## config.mk

```make
export PLATFORM = sky130hd
export DESIGN_NAME = sdram_burst_colgen
export DESIGN_NICKNAME = d
export VERILOG_FILES = /design/src/rtl/colgen_pkg.sv /design/src/rtl/colgen_mode.sv /design/src/rtl/colgen_seq.sv /design/src/rtl/sdram_burst_colgen.sv
export SDC_FILE = /design/constraint.sdc
export NUM_CORES = 1
export LEC_CHECK = 0
export ABC_AREA = 1
export BUFFER_PORTS_ARGS = -buffer_cell sky130_fd_sc_hd__buf_2
export CAP_MARGIN = 0
export CORE_MARGIN = 5
export CORE_UTILIZATION = 59
export DETAILED_ROUTE_END_ITERATION = 8
export PLACE_DENSITY = 0.93
export SETUP_SLACK_MARGIN = 0.15
export SYNTH_ARGS = -nofsm -noshare
export SYNTH_HDL_FRONTEND = slang
export SYNTH_SLANG_ARGS = --single-unit
```

## constraint.sdc

```tcl
create_clock -name clk_i -period 3.6 [get_ports clk_i]
set_clock_uncertainty 0.15 [all_clocks]
set_input_delay 0.72 -clock clk_i [delete_from_list [all_inputs] [get_ports clk_i]]
set_output_delay 0.72 -clock clk_i [all_outputs]
set_load 0.1 [all_outputs]
```

## src/rtl/colgen_pkg.sv

```systemverilog
package colgen_pkg;
  localparam int MODE_W = 12;

  // field positions follow the mode word bit order (MSB first)
  typedef struct packed {
    logic [1:0] rsv_hi;  // [11:10]
    logic       wr_one;  // [9]
    logic [1:0] tmode;   // [8:7]
    logic [2:0] lat;     // [6:4]
    logic       ilv;     // [3]
    logic [2:0] len;     // [2:0]
  } mode_t;

  localparam logic [2:0] LEN_1    = 3'b000;
  localparam logic [2:0] LEN_2    = 3'b001;
  localparam logic [2:0] LEN_4    = 3'b010;
  localparam logic [2:0] LEN_8    = 3'b011;
  localparam logic [2:0] LEN_PAGE = 3'b111;
  localparam logic [2:0] LAT_2    = 3'b010;
  localparam logic [2:0] LAT_3    = 3'b011;

  localparam logic [MODE_W-1:0] MODE_RST = 12'h020;
endpackage

```

## src/rtl/colgen_mode.sv

```systemverilog
module colgen_mode
  import colgen_pkg::*;
(
  input  logic       clk_i,
  input  logic       rst_ni,
  input  logic       set_i,
  input  mode_t      word_i,
  input  logic [1:0] bank_i,
  input  logic       busy_i,
  output mode_t      mode_o,
  output logic [1:0] cas_lat_o,
  output logic       err_o,
  output logic       clash_o
);
  mode_t      mode_q;
  logic [1:0] bank_q;
  logic       clash_q;
  logic       accept;

  assign accept = set_i && !busy_i;

  always_ff @(posedge clk_i or negedge rst_ni) begin
    if (!rst_ni) begin
      mode_q  <= mode_t'(MODE_RST);
      bank_q  <= '0;
      clash_q <= 1'b0;
    end else begin
      clash_q <= set_i && busy_i;
      if (accept) begin
        mode_q <= word_i;
        bank_q <= bank_i;
      end
    end
  end

  always_comb begin
    unique case (mode_q.lat)
      LAT_2:   cas_lat_o = 2'd2;
      LAT_3:   cas_lat_o = 2'd3;
      default: cas_lat_o = 2'd0;
    endcase
  end

  logic len_bad;
  always_comb begin
    unique case (mode_q.len)
      LEN_1, LEN_2, LEN_4, LEN_8, LEN_PAGE: len_bad = 1'b0;
      default:                              len_bad = 1'b1;
    endcase
  end

  assign err_o = (mode_q.rsv_hi != '0) || (mode_q.tmode != '0) || (bank_q != '0) ||
                 (cas_lat_o == 2'd0) || len_bad ||
                 (mode_q.ilv && mode_q.len == LEN_PAGE);
  assign mode_o  = mode_q;
  assign clash_o = clash_q;


  mode_refuse_chk: assert property (@(posedge clk_i) disable iff (!rst_ni)
    set_i && busy_i |=> $stable(mode_q) && clash_o);


  lat_range_chk: assert property (@(posedge clk_i) disable iff (!rst_ni)
    cas_lat_o != 2'd1);
endmodule

```

## src/rtl/colgen_seq.sv

```systemverilog
module colgen_seq
  import colgen_pkg::*;
#(
  parameter int COL_W = 8
) (
  input  logic             clk_i,
  input  logic             rst_ni,
  input  mode_t            mode_i,
  input  logic             start_i,
  input  logic [COL_W-1:0] col_i,
  input  logic             write_i,
  input  logic             stop_i,
  output logic [COL_W-1:0] col_o,
  output logic             valid_o,
  output logic             last_o,
  output logic             busy_o
);
  typedef logic [COL_W-1:0] col_t;

  col_t mask_d, mask_q, st_q, n_q, lo;
  logic full_d, full_q, ilv_d, ilv_q, act_q, at_end;

  // length decode at start time; single-beat writes override the length
  always_comb begin
    full_d = (mode_i.len == LEN_PAGE);
    unique case (mode_i.len)
      LEN_2:    mask_d = col_t'(1);
      LEN_4:    mask_d = col_t'(3);
      LEN_8:    mask_d = col_t'(7);
      LEN_PAGE: mask_d = '1;
      default:  mask_d = '0;
    endcase
    if (write_i && mode_i.wr_one) begin
      mask_d = '0;
      full_d = 1'b0;
    end
    ilv_d = mode_i.ilv && !full_d;
  end

  assign at_end = act_q && !full_q && (n_q == mask_q);

  always_ff @(posedge clk_i or negedge rst_ni) begin
    if (!rst_ni) begin
      act_q  <= 1'b0;
      n_q    <= '0;
      st_q   <= '0;
      mask_q <= '0;
      full_q <= 1'b0;
      ilv_q  <= 1'b0;
    end else if (start_i) begin
      act_q  <= 1'b1;
      n_q    <= '0;
      st_q   <= col_i;
      mask_q <= mask_d;
      full_q <= full_d;
      ilv_q  <= ilv_d;
    end else if (act_q) begin
      if (stop_i || at_end) act_q <= 1'b0;
      else                  n_q   <= n_q + col_t'(1);
    end
  end

  assign lo      = ilv_q ? (st_q ^ n_q) : (st_q + n_q);
  assign col_o   = (st_q & ~mask_q) | (lo & mask_q);
  assign valid_o = act_q;
  assign last_o  = at_end;
  assign busy_o  = act_q || start_i;


  blk_hold_chk: assert property (@(posedge clk_i) disable iff (!rst_ni)
    valid_o |-> ((col_o ^ st_q) & ~mask_q) == '0);


  stop_end_chk: assert property (@(posedge clk_i) disable iff (!rst_ni)
    valid_o && stop_i && !start_i |=> !valid_o);


  last_end_chk: assert property (@(posedge clk_i) disable iff (!rst_ni)
    last_o && !start_i |=> !valid_o);


  run_on_chk: assert property (@(posedge clk_i) disable iff (!rst_ni)
    valid_o && !last_o && !stop_i |=> valid_o);


  page_no_last_chk: assert property (@(posedge clk_i) disable iff (!rst_ni)
    full_q |-> !last_o);
endmodule

```

## src/rtl/sdram_burst_colgen.sv

```systemverilog
module sdram_burst_colgen
  import colgen_pkg::*;
#(
  parameter int COL_W = 8
) (
  input  logic              clk_i,
  input  logic              rst_ni,
  input  logic              mode_set_i,
  input  logic [MODE_W-1:0] mode_word_i,
  input  logic [1:0]        mode_bank_i,
  input  logic              burst_start_i,
  input  logic [COL_W-1:0]  burst_col_i,
  input  logic              burst_write_i,
  input  logic              burst_stop_i,
  output logic [COL_W-1:0]  col_o,
  output logic              col_valid_o,
  output logic              col_last_o,
  output logic [1:0]        cas_lat_o,
  output logic              mode_err_o,
  output logic              mode_clash_o
);
  mode_t mode;
  logic  busy;

  colgen_mode u_mode (
    .clk_i     (clk_i),
    .rst_ni    (rst_ni),
    .set_i     (mode_set_i),
    .word_i    (mode_t'(mode_word_i)),
    .bank_i    (mode_bank_i),
    .busy_i    (busy),
    .mode_o    (mode),
    .cas_lat_o (cas_lat_o),
    .err_o     (mode_err_o),
    .clash_o   (mode_clash_o)
  );

  colgen_seq #(.COL_W(COL_W)) u_seq (
    .clk_i   (clk_i),
    .rst_ni  (rst_ni),
    .mode_i  (mode),
    .start_i (burst_start_i),
    .col_i   (burst_col_i),
    .write_i (burst_write_i),
    .stop_i  (burst_stop_i),
    .col_o   (col_o),
    .valid_o (col_valid_o),
    .last_o  (col_last_o),
    .busy_o  (busy)
  );
endmodule

```

### Word level (Yosys, flattened, before mapping)

Index checks and enable logic that the tools add are counted.
W data, S select, Z words.

| cells by class | value |
|---|---|
| $add $sub $neg | 2 |
| equal/unequal tests | 8 |
| multiplexer cells | 12 |
| bitwise operators | 5 |
| reduce and logical (&&, ||, !) cells | 25 |

Operators by type and width:

| operator | number |
|---|---|
| $mux W8 | 5 |
| $pmux W8 S4 | 1 |
| $and A8 B8 Y8 | 2 |
| $eq A3 B2 Y1 const B | 4 |
| $add A8 B1 Y8 const B | 1 |
| $add A8 B8 Y8 | 1 |
| $eq A8 B8 Y1 | 1 |
| $not A8 Y8 | 1 |
| $or A8 B8 Y8 | 1 |
| $reduce_bool A2 Y1 | 4 |
| $xor A8 B8 Y8 | 1 |
| $logic_and A1 B1 Y1 | 7 |
| $logic_or A1 B1 Y1 | 7 |
| $mux W1 | 5 |
| $reduce_or A5 Y1 | 1 |
| $pmux W2 S2 | 1 |
| $eq A3 B1 Y1 const B | 1 |
| $eq A3 B3 Y1 const B | 1 |
| $logic_not A1 Y1 | 3 |
| $logic_not A3 Y1 | 1 |
| $logic_not A2 Y1 | 1 |
| $ne A2 B2 Y1 const B | 1 |
| $reduce_and A2 Y1 | 1 |

| word-level totals | value |
|---|---|
| register bits | 42 |
| input bits | 28 |
| output and inout port bits | 14 |
| logic and storage cells | 66 |

### Longest topological paths before layout

Gate-level depths: netlist (run 1).

| logic depth | value |
|---|---|
| depth in word-level cells | 7 |
| gate-level depth with buffers | 11 |
| depth with buffers taken out | 11 |

### By module

Synthesis (run 1) repeated with hierarchy kept, for this count alone.

| unflattened totals | value |
|---|---|
| cell total of the unflattened synthesis | 313 |
| area, all modules | 2356.0 µm² |

By module, submodules not included:

| module | times used | cells an instance | area an instance (µm²) | seq. area each (µm²) |
|---|---|---|---|---|
| colgen_seq | 1 | 237 | 1646.6 | 575.6 |
| colgen_mode | 1 | 76 | 709.4 | 376.6 |

### Worst setup path before layout (run 1)

No wires, ideal clock.

| path | value |
|---|---|
| path type | reg-to-output |
| from | register u_seq.act_q (netlist: u_seq.valid_o) |
| to | output port col_last_o |
| arrival time | 4452 ps |
| required time | 2730 ps |
| slack | -1722 ps |
| stages on the path, launching flop included | 5 |
| buffers on the path | 0 |
| cell sequence | dfrtp_1 inv_1 nor2_1 o21ai_0 nor4b_1 |

| on the way | value |
|---|---|
| word-level cells in the longest chain between the ends | 2 |

Ends and longest elaborated chain:

| element | RTL line | source |
|---|---|---|
| start, declared | colgen_seq.sv:21 | `logic full_d, full_q, ilv_d, ilv_q, act_q, at_end;` |
| start signal, assigned | colgen_seq.sv:44 | `act_q <= 1'b0;` |
| start signal, assigned | colgen_seq.sv:51 | `act_q <= 1'b1;` |
| start signal, assigned | colgen_seq.sv:58 | `if (stop_i \|\| at_end) act_q <= 1'b0;` |
| $logic_and A1 B1 Y1 (2 in a row) | colgen_seq.sv:40 | `assign at_end = act_q && !full_q && (n_q == mask_q);` |
| end, declared | sdram_burst_colgen.sv:17 | `output logic col_last_o,` |

No other way between the ends.

### Final worst setup path (run 1)

| path | value |
|---|---|
| from | register u_seq.n_q[0] |
| to | output port col_o[4] |

| on the way | value |
|---|---|
| word-level cells in the longest chain between the ends | 4 |

Ends and longest elaborated chain:

| element | RTL line | source |
|---|---|---|
| start, declared | colgen_seq.sv:20 | `col_t mask_d, mask_q, st_q, n_q, lo;` |
| start signal, assigned | colgen_seq.sv:59 | `else n_q <= n_q + col_t'(1);` |
| $add A8 B8 Y8 | colgen_seq.sv:63 | `assign lo = ilv_q ? (st_q ^ n_q) : (st_q + n_q);` |
| $mux W8 | colgen_seq.sv:63 |  |
| $and A8 B8 Y8 | colgen_seq.sv:64 | `assign col_o = (st_q & ~mask_q) \| (lo & mask_q);` |
| $or A8 B8 Y8 | colgen_seq.sv:64 |  |
| end, declared | sdram_burst_colgen.sv:15 | `output logic [COL_W-1:0] col_o,` |

No other way between the ends.

==> PnR_summary.wiki, run 1 <==
{| class="wikitable"
! Metric !! Value
|-
| Horizontal die dimension || 71.7 um
|-
| Number of buffers inserted during clock tree synthesis || 5
|-
| Timing startpoint of the critical path || u_seq.n_q[0]
|-
| Average routed wire per standard cell || 13.6 um
|-
| CTS H-tree lvls || 2
|-
| Arrival time at the worst endpoint || 2.43 ns
|-
| Max incr delay on CP || 0.47 ns
|-
| Via count of the first global-routing pass || 1979
|-
| Worst max-slew margin expressed relative to the limit || 44.9%
|-
| Top-area cell type share of the netlist area || 41.2%
|-
| Nature of the critical path startpoint || register
|-
| Minimum clock period || 3.30 ns
|-
| Cell area after layout || 2590 um2
|-
| Category of the worst setup path capture point || primary output
|-
| Global-route wire length before repair || 8780 um
|-
| Final clock period utilization by the worst path || 91.7%
|-
| Destination of the critical timing path || col_o[4]
|-
| Layout Area Growth over Synthesis || 15.6%
|-
| Final setup violation count || 0
|-
| Cell at the slowest stage of the critical path || dfrtp_1
|-
| Die height || 71.7 um
|-
| Fmax achieved || 0.303 GHz
|-
| Endpoints failing hold || 0
|-
| PD cells || 605 nW/um2
|-
| Finished Core Util || 70.8%
|-
| Number of max-slew violations in the final report || 0
|-
| Worst R2R Path Depth || 8
|-
| Combinational Power Share || 43.3%
|-
| Post-detailed-routing wire length || 5020 um
|-
| Static leakage || 1.38 nW
|-
| Clock slew seen by the registers of the worst setup and hold paths || 0.08 ns
|-
| Syn_nets || 316
|-
| Residual DRC count || 0
|-
| Portion of the post-synthesis area used by sequential elements || 42.4%
|-
| Detailed Place HPWL || 3690 um
|-
| Boundary Pins || 42
|-
| RSZ-0062 raised after global routing || true
|-
| Unique cell type count in the Yosys netlist || 30
|-
| CTS max path bufs || 2
|-
| Worst min path class || in -> async
|-
| # diodes || 0
|-
| Maximum ir drop on the vdd rail || 0.000430 V
|-
| Total grt overflow || 0
|-
| Crit path cell chain || ha_1 -> inv_1 -> fa_1 -> o21ai_0 -> nand2_1 -> xor2_1 -> o21ai_2 -> clkbuf_4
|-
| Internal power || 0.000832 W
|-
| Total Nets Final || 357
|-
| Sinks on the clock net || 38
|-
| Synthesized instance count || 279
|-
| Drt first-iter violations || 197
|-
| Setup slack of the most critical reg-to-reg path || 1.82 ns
|-
| Synthesis-stage register bit count || 38
|-
| Clk Latency, worst-skew pair || 0.29 ns
|-
| Antenna violations before repair || 0
|-
| Switching part of the total || 47.0%
|-
| Biggest fanout along the worst timing path || 8
|-
| Total number of placement rows || 22
|-
| Number of buffers and inverters on the critical path || 2
|-
| Mapped Area || 2240 um2
|-
| Maximum number of pins on one net before global-route repair || 39
|-
| Largest delay contributor family on the critical path || adder cells
|-
| Cell area after placement || 2490 um2
|-
| Post-CTS Setup Inserts || 0
|-
| Clock root buffer || clkbuf_8
|-
| DR vias || 1993
|-
| Cell types occupying the most area after synthesis || dfrtp_1, nand2_1, inv_1
|-
| Crit. path cell count || 8
|-
| Clock Power Share || 19.7%
|-
| Detailed-router iteration count before antenna repair || 4
|-
| Type of the worst setup path || reg -> out
|-
| Worst r2r src || u_seq.mask_q[6]
|-
| Endpoint of the most critical register-to-register path || u_seq.n_q[3]
|-
| Standard cell core area || 3660 um2
|-
| IO buf count || 41
|-
| Final weighted congestion in routability-driven placement || 0.870
|-
| Max-capacitance violation count || 0
|-
| GRT Overall Usage || 21.4%
|-
| Sequential Power Share || 37.0%
|-
| Clock tree from TritonCTS || done
|-
| Synthesis Warnings || 0
|-
| Average footprint of a synthesized cell || 8.05 um2
|-
| Fraction of final layout cells sized beyond drive strength 1 || 24.6%
|-
| Run status || finished clean
|-
| Antenna viol nets, final || 0
|-
| Net switching power figure || 0.000738 W
|-
| Cell type contributing the most total cell area after synthesis || dfrtp_1
|-
| Required @ worst endpoint || 2.73 ns
|-
| Initial cell density of the core || 61.3%
|-
| Die Footprint || 5140 um2
|-
| Mean number of vias per cell || 5.40
|-
| Transition time at the pin with the least slew margin || 0.826 ns
|}
==> power by group through the flow <==
stage	combinational (W)	sequential [W]	clock, W
after floorplan	0.000549	0.000582	0
after global placement	0.000653	0.000582	0
after detailed placement	0.000669	0.000587	0
after CTS	0.000677	0.000580	0.000314
after global routing	0.000733	0.000592	0.000334
final	0.000680	0.000581	0.000308
==> per-layer routing <==
metal  wire length [um]  vias up  track usage [%]
met5                  0        -                0
met3                358       16             5.05
met4                135        0             8.77
li1                   -      997                -
met1               2090      914             26.6
met2               2430       66             35.6
==> synth_stat cells <==
cell type and number:
nand2_1 75, dfrtp_1 37, inv_1 34, nand3_1 23, nor2_1 15, o21ai_0 15
nand4_1 12, mux2_2 11, ha_1 8, a21oi_1 7, nor2_2 5, xor2_1 5
nand2_2 4, o22ai_1 4, buf_2 3, clkbuf_1 3, inv_2 2, nand2_4 2
nand3b_1 2, nor3_1 2, buf_4 1, dfstp_2 1, fa_1 1, nand4_4 1
nor4_1 1, nor4b_1 1, o211ai_1 1, o21bai_1 1, o221ai_1 1, xnor2_1 1
==> registers in the layout, indices dropped and copies added, names as in the netlist <==
signal / count
u_mode.mode_o: 12
u_seq.n_q: 8
u_seq.st_q: 8
u_seq.mask_q: 4
u_mode.bank_q: 2
u_mode.clash_o: 1
u_seq.full_q: 1
u_seq.ilv_q: 1
u_seq.valid_o: 1
==> worst min-delay path by stage <==
stage                                start                to
after floorplan                     rst_ni  u_mode.bank_q[0]
after global placement    u_mode.mode_o[9]  u_mode.mode_o[9]
after detailed placement  u_mode.mode_o[8]  u_mode.mode_o[8]
after CTS                    u_seq.st_q[2]     u_seq.st_q[2]
after global routing         u_seq.st_q[6]     u_seq.st_q[6]
final                               rst_ni  u_mode.bank_q[1]
==> area by class of cell <==
cell class,count,area [um2]
Clock buffer,6,82.6
Clock inverter,2,12.5
Fill cell,277,1070
Inverter,36,135
Multi-Input combinational cell,198,1140
Sequential cell,38,952
Tap cell,48,60.1
Timing Repair Buffer,41,210
==> cell families after synthesis <==
group	after synthesis	synth area share [%]
simple gates	143	29.8
xor+xnor	6	2.34
buf+inv	43	7.52
compound gates	29	7.08
flops	38	42.4
mux	11	5.52
fa+ha+maj	9	5.35
==> placed cells by master (no fill, tap or decap) <==
cell        Yosys  routed
nand2_1        75      75
buf_2           3      39
dfrtp_1        37      37
inv_1          34      34
nand3_1        23      23
nor2_1         15      14
o21ai_0        15      13
nand4_1        12      12
mux2_2         11      11
ha_1            8       8
a21oi_1         7       7
nor2_2          5       6
clkbuf_8        0       6
xor2_1          5       5
o22ai_1         4       4
nand2_2         4       4
nand3b_1        2       2
inv_2           2       2
nand2_4         2       2
clkbuf_4        0       2
o21bai_1        1       1
o211ai_1        1       1
o21ai_2         0       1
xnor2_1         1       1
o21ai_1         0       1
nor4b_2         0       1
nor4_1          1       1
nand4_4         1       1
nor3_1          2       1
o221ai_1        1       1
nor3_2          0       1
fa_1            1       1
clkinvlp_4      0       1
clkinv_2        0       1
dfstp_2         1       1
==> per-stage QoR <==
step	setup TNS (ns)	worst slack (ns)	power (W)	hold slack (ns)	instances
2_1_floorplan	-0.346	-0.346	0.00113	0.274	279
3_5_place_dp	0	0.578	0.00126	0.345	361
6_report	0	0.300	0.00157	0.366	369
5_1_grt	0	0.141	0.00166	0.379	369
3_3_place_gp	0	0.608	0.00123	0.340	361
4_1_cts	0	0.216	0.00157	0.366	369
==> what timing repair did <==
item	in CTS	in global routing
hold buffers	0	0
gates resized for setup	0	2
endpoints found under the setup margin	0	2
hold endpoints to repair	0	0
No activity file was read; power rests on OpenSTA's default activity.
==> run 2, diff against run 1 <==
--- a/config.mk
+++ b/config.mk
@@ -11,7 +11,7 @@
 export CORE_MARGIN = 5
 export CORE_UTILIZATION = 59
 export DETAILED_ROUTE_END_ITERATION = 8
-export PLACE_DENSITY = 0.93
+export PLACE_DENSITY = 0.85
 export SETUP_SLACK_MARGIN = 0.15
 export SYNTH_ARGS = -nofsm -noshare
 export SYNTH_HDL_FRONTEND = slang
==> PnR_summary.wiki, run 2 (synthesis results as in run 1) <==
{| class="wikitable"
! Metric !! Value
|-
| Run status || finished clean
|-
| DR vias || 1954 (-2.0%)
|-
| Transition time at the pin with the least slew margin || 0.819 ns (-0.00777 ns)
|-
| Nature of the critical path startpoint || register
|-
| Crit path cell chain || ha_1 -> inv_1 -> fa_1 -> o21ai_0 -> nand3b_1 -> nand3_1 -> nand3_1 -> nand2_1 -> clkbuf_4
|-
| Terminating pin of the worst hold path || u_mode.bank_q[0]
|-
| Worst R2R Path Depth || 8 (unchanged)
|-
| Horizontal die dimension || 71.7 um (unchanged)
|-
| Fraction of final layout cells sized beyond drive strength 1 || 24.3% (-0.31 points)
|-
| Worst min path class || reg -> reg
|-
| Clock tree from TritonCTS || done
|-
| Most used cells in the layout excluding fill and tap cells || nand2_1, buf_2, dfrtp_1, inv_1, nand3_1
|-
| Worst r2r src || u_seq.mask_q[6]
|-
| Final setup violation count || 0 (unchanged)
|-
| Residual DRC count || 0 (unchanged)
|-
| Antenna violations before repair || 0 (unchanged)
|-
| PostCTS Resize Cnt || 0 (unchanged)
|-
| Mean number of vias per cell || 5.30 (-2.0%)
|-
| Clk Latency, worst-skew pair || 0.29 ns (about the same)
|-
| Layout Area Growth over Synthesis || 15.4%
|-
| Maximum ir drop on the vdd rail || 0.000565 V (+31%)
|-
| Endpoints failing hold || 0 (unchanged)
|-
| Hold Path Depth || 1
|-
| Detailed-router iteration count before antenna repair || 4 (unchanged)
|-
| Die height || 71.7 um (unchanged)
|-
| Boundary Pins || 42 (unchanged)
|-
| Fillcell total || 298 (+7.6%)
|-
| Clock slew seen by the registers of the worst setup and hold paths || 0.07 ns (about the same)
|-
| Worst max-slew margin expressed relative to the limit || 45.4% (+0.52 points)
|-
| Post-detailed-routing wire length || 4770 um (-4.9%)
|-
| Die Footprint || 5140 um2 (unchanged)
|-
| Antenna viol nets, final || 0 (unchanged)
|-
| Total grt overflow || 0 (unchanged)
|-
| CP dominant cell by count || nand3_1
|-
| Drt first-iter violations || 115 (-42%)
|-
| Required @ worst endpoint || 2.73 ns (about the same)
|-
| Total Nets Final || 357 (unchanged)
|-
| CTS max path bufs || 2 (unchanged)
|-
| Clock root buffer || clkbuf_8
|-
| Biggest fanout along the worst timing path || 8 (unchanged)
|-
| RSZ-0062 raised after global routing || false
|-
| Static leakage || 1.38 nW (about the same)
|-
| Max-capacitance violation count || 0 (unchanged)
|-
| GRT Overall Usage || 19.9% (-1.4 points)
|-
| Minimum clock period || 3.23 ns (-0.0732 ns)
|-
| Detailed Place HPWL || 3600 um (-2.4%)
|-
| Final-layout worst hold slack || 0.360 ns (-0.00611 ns)
|-
| Maximum number of pins on one net before global-route repair || 39 (unchanged)
|-
| Category of the worst setup path capture point || primary output
|-
| Arrival time at the worst endpoint || 2.36 ns (-0.07 ns)
|-
| # diodes || 0 (unchanged)
|-
| Setup slack of the most critical reg-to-reg path || 1.82 ns (about the same)
|-
| CTS H-tree lvls || 2 (unchanged)
|-
| Cell at the slowest stage of the critical path || dfrtp_1
|-
| Via count of the first global-routing pass || 1874 (-5.3%)
|-
| IO buf count || 41 (unchanged)
|-
| Fmax achieved || 0.310 GHz (+2.3%)
|-
| Max incr delay on CP || 0.47 ns (about the same)
|-
| Type of the worst setup path || reg -> out
|-
| Standard cell core area || 3660 um2 (unchanged)
|-
| Final weighted congestion in routability-driven placement || 0.887 (+2.0%)
|-
| Hold-fix buffers at CTS || 0 (unchanged)
|-
| Global-route wire length before repair || 8190 um (-6.8%)
|-
| Cell area after placement || 2490 um2 (unchanged)
|-
| Finished Layout Cells || 369 (unchanged)
|-
| Average routed wire per standard cell || 12.9 um (-4.9%)
|-
| Endpoint of the most critical register-to-register path || u_seq.n_q[1]
|-
| Total instance count after detailed placement || 361 (unchanged)
|-
| Sinks on the clock net || 38 (unchanged)
|-
| PD cells || 597 nW/um2 (-1.3%)
|-
| Post-CTS Setup Inserts || 0 (unchanged)
|-
| Overall power of the completed layout || 0.00155 W (-1.4%)
|-
| Cell area after layout || 2590 um2 (-0.14%)
|-
| Beginning of the worst hold path || u_mode.bank_q[0]
|-
| Total number of placement rows || 22 (unchanged)
|-
| Final clock period utilization by the worst path || 89.6% (-2.0 points)
|-
| Number of max-slew violations in the final report || 0 (unchanged)
|-
| Number of buffers inserted during clock tree synthesis || 5 (unchanged)
|-
| Most frequent standard cell in the layout excluding fill and tap cells || nand2_1
|-
| Number of flip-flops under the largest register name || 12 (unchanged)
|-
| Initial cell density of the core || 61.3% (unchanged)
|}
[run 2: worst max path at each step]
stage / start / to / slack [ns]
detailed placement: u_seq.n_q[0] / col_o[4] / 0.60
CTS: u_seq.n_q[0] / col_o[4] / 0.28
global placement: u_seq.n_q[0] / col_o[4] / 0.62
global route: u_seq.n_q[0] / col_o[6] / 0.18
floorplan: u_seq.valid_o / col_last_o / -0.35
finish: u_seq.n_q[0] / col_o[6] / 0.37
[run 2: worst max-delay path: cells and delay by family (launching register included)]
kind / cells / cell delay (ns)
adders and majority gates: 2 / 0.61
DFF: 1 / 0.47
buffers and inverters: 2 / 0.38
and+or+nand+nor: 4 / 0.37
AOI/OAI and AO/OA: 1 / 0.24
[run 2: routing by layer]
metal  up-vias  GRT usage [%]  share of wire, %
met5         -              0                 0
met4         0           4.38              0.27
met3         2           5.61               6.9
met2        54           33.4                49
met1       902           25.7                44
li1        996              -                 -
[run 2: power by group]
| group | total, W | internal [W] | switching, W |
|---|---|---|---|
| registers | 0.000579 | 0.000511 | 0.0000674 |
| logic | 0.000668 | 0.000167 | 0.000501 |
| clock network | 0.000300 | 0.000154 | 0.000146 |
| total | 0.00155 | 0.000833 | 0.000714 |
[run 2: cell type report]
| class | count | area [um2] | area share, % |
|---|---|---|---|
| multi-input cells | 198 | 1140 | 44.1 |
| inverters | 36 | 135 | 5.22 |
| clock buffers | 7 | 86.3 | 3.33 |
| well taps | 48 | 60.1 | 2.32 |
| flip-flops and latches | 38 | 952 | 36.8 |
| repair buffers | 41 | 210 | 8.12 |
| clock inverters | 1 | 5.00 | 0.193 |
[run 2: metrics by stage]
stage / setup WS (ns) / TNS (ns) / utilization [%]
2_1_floorplan: -0.346 / -0.346 / -
3_3_place_gp: 0.620 / 0 / 68.1
3_5_place_dp: 0.604 / 0 / 68.1
4_1_cts: 0.276 / 0 / 70.6
5_1_grt: 0.185 / 0 / 70.7
6_report: 0.373 / 0 / 70.7
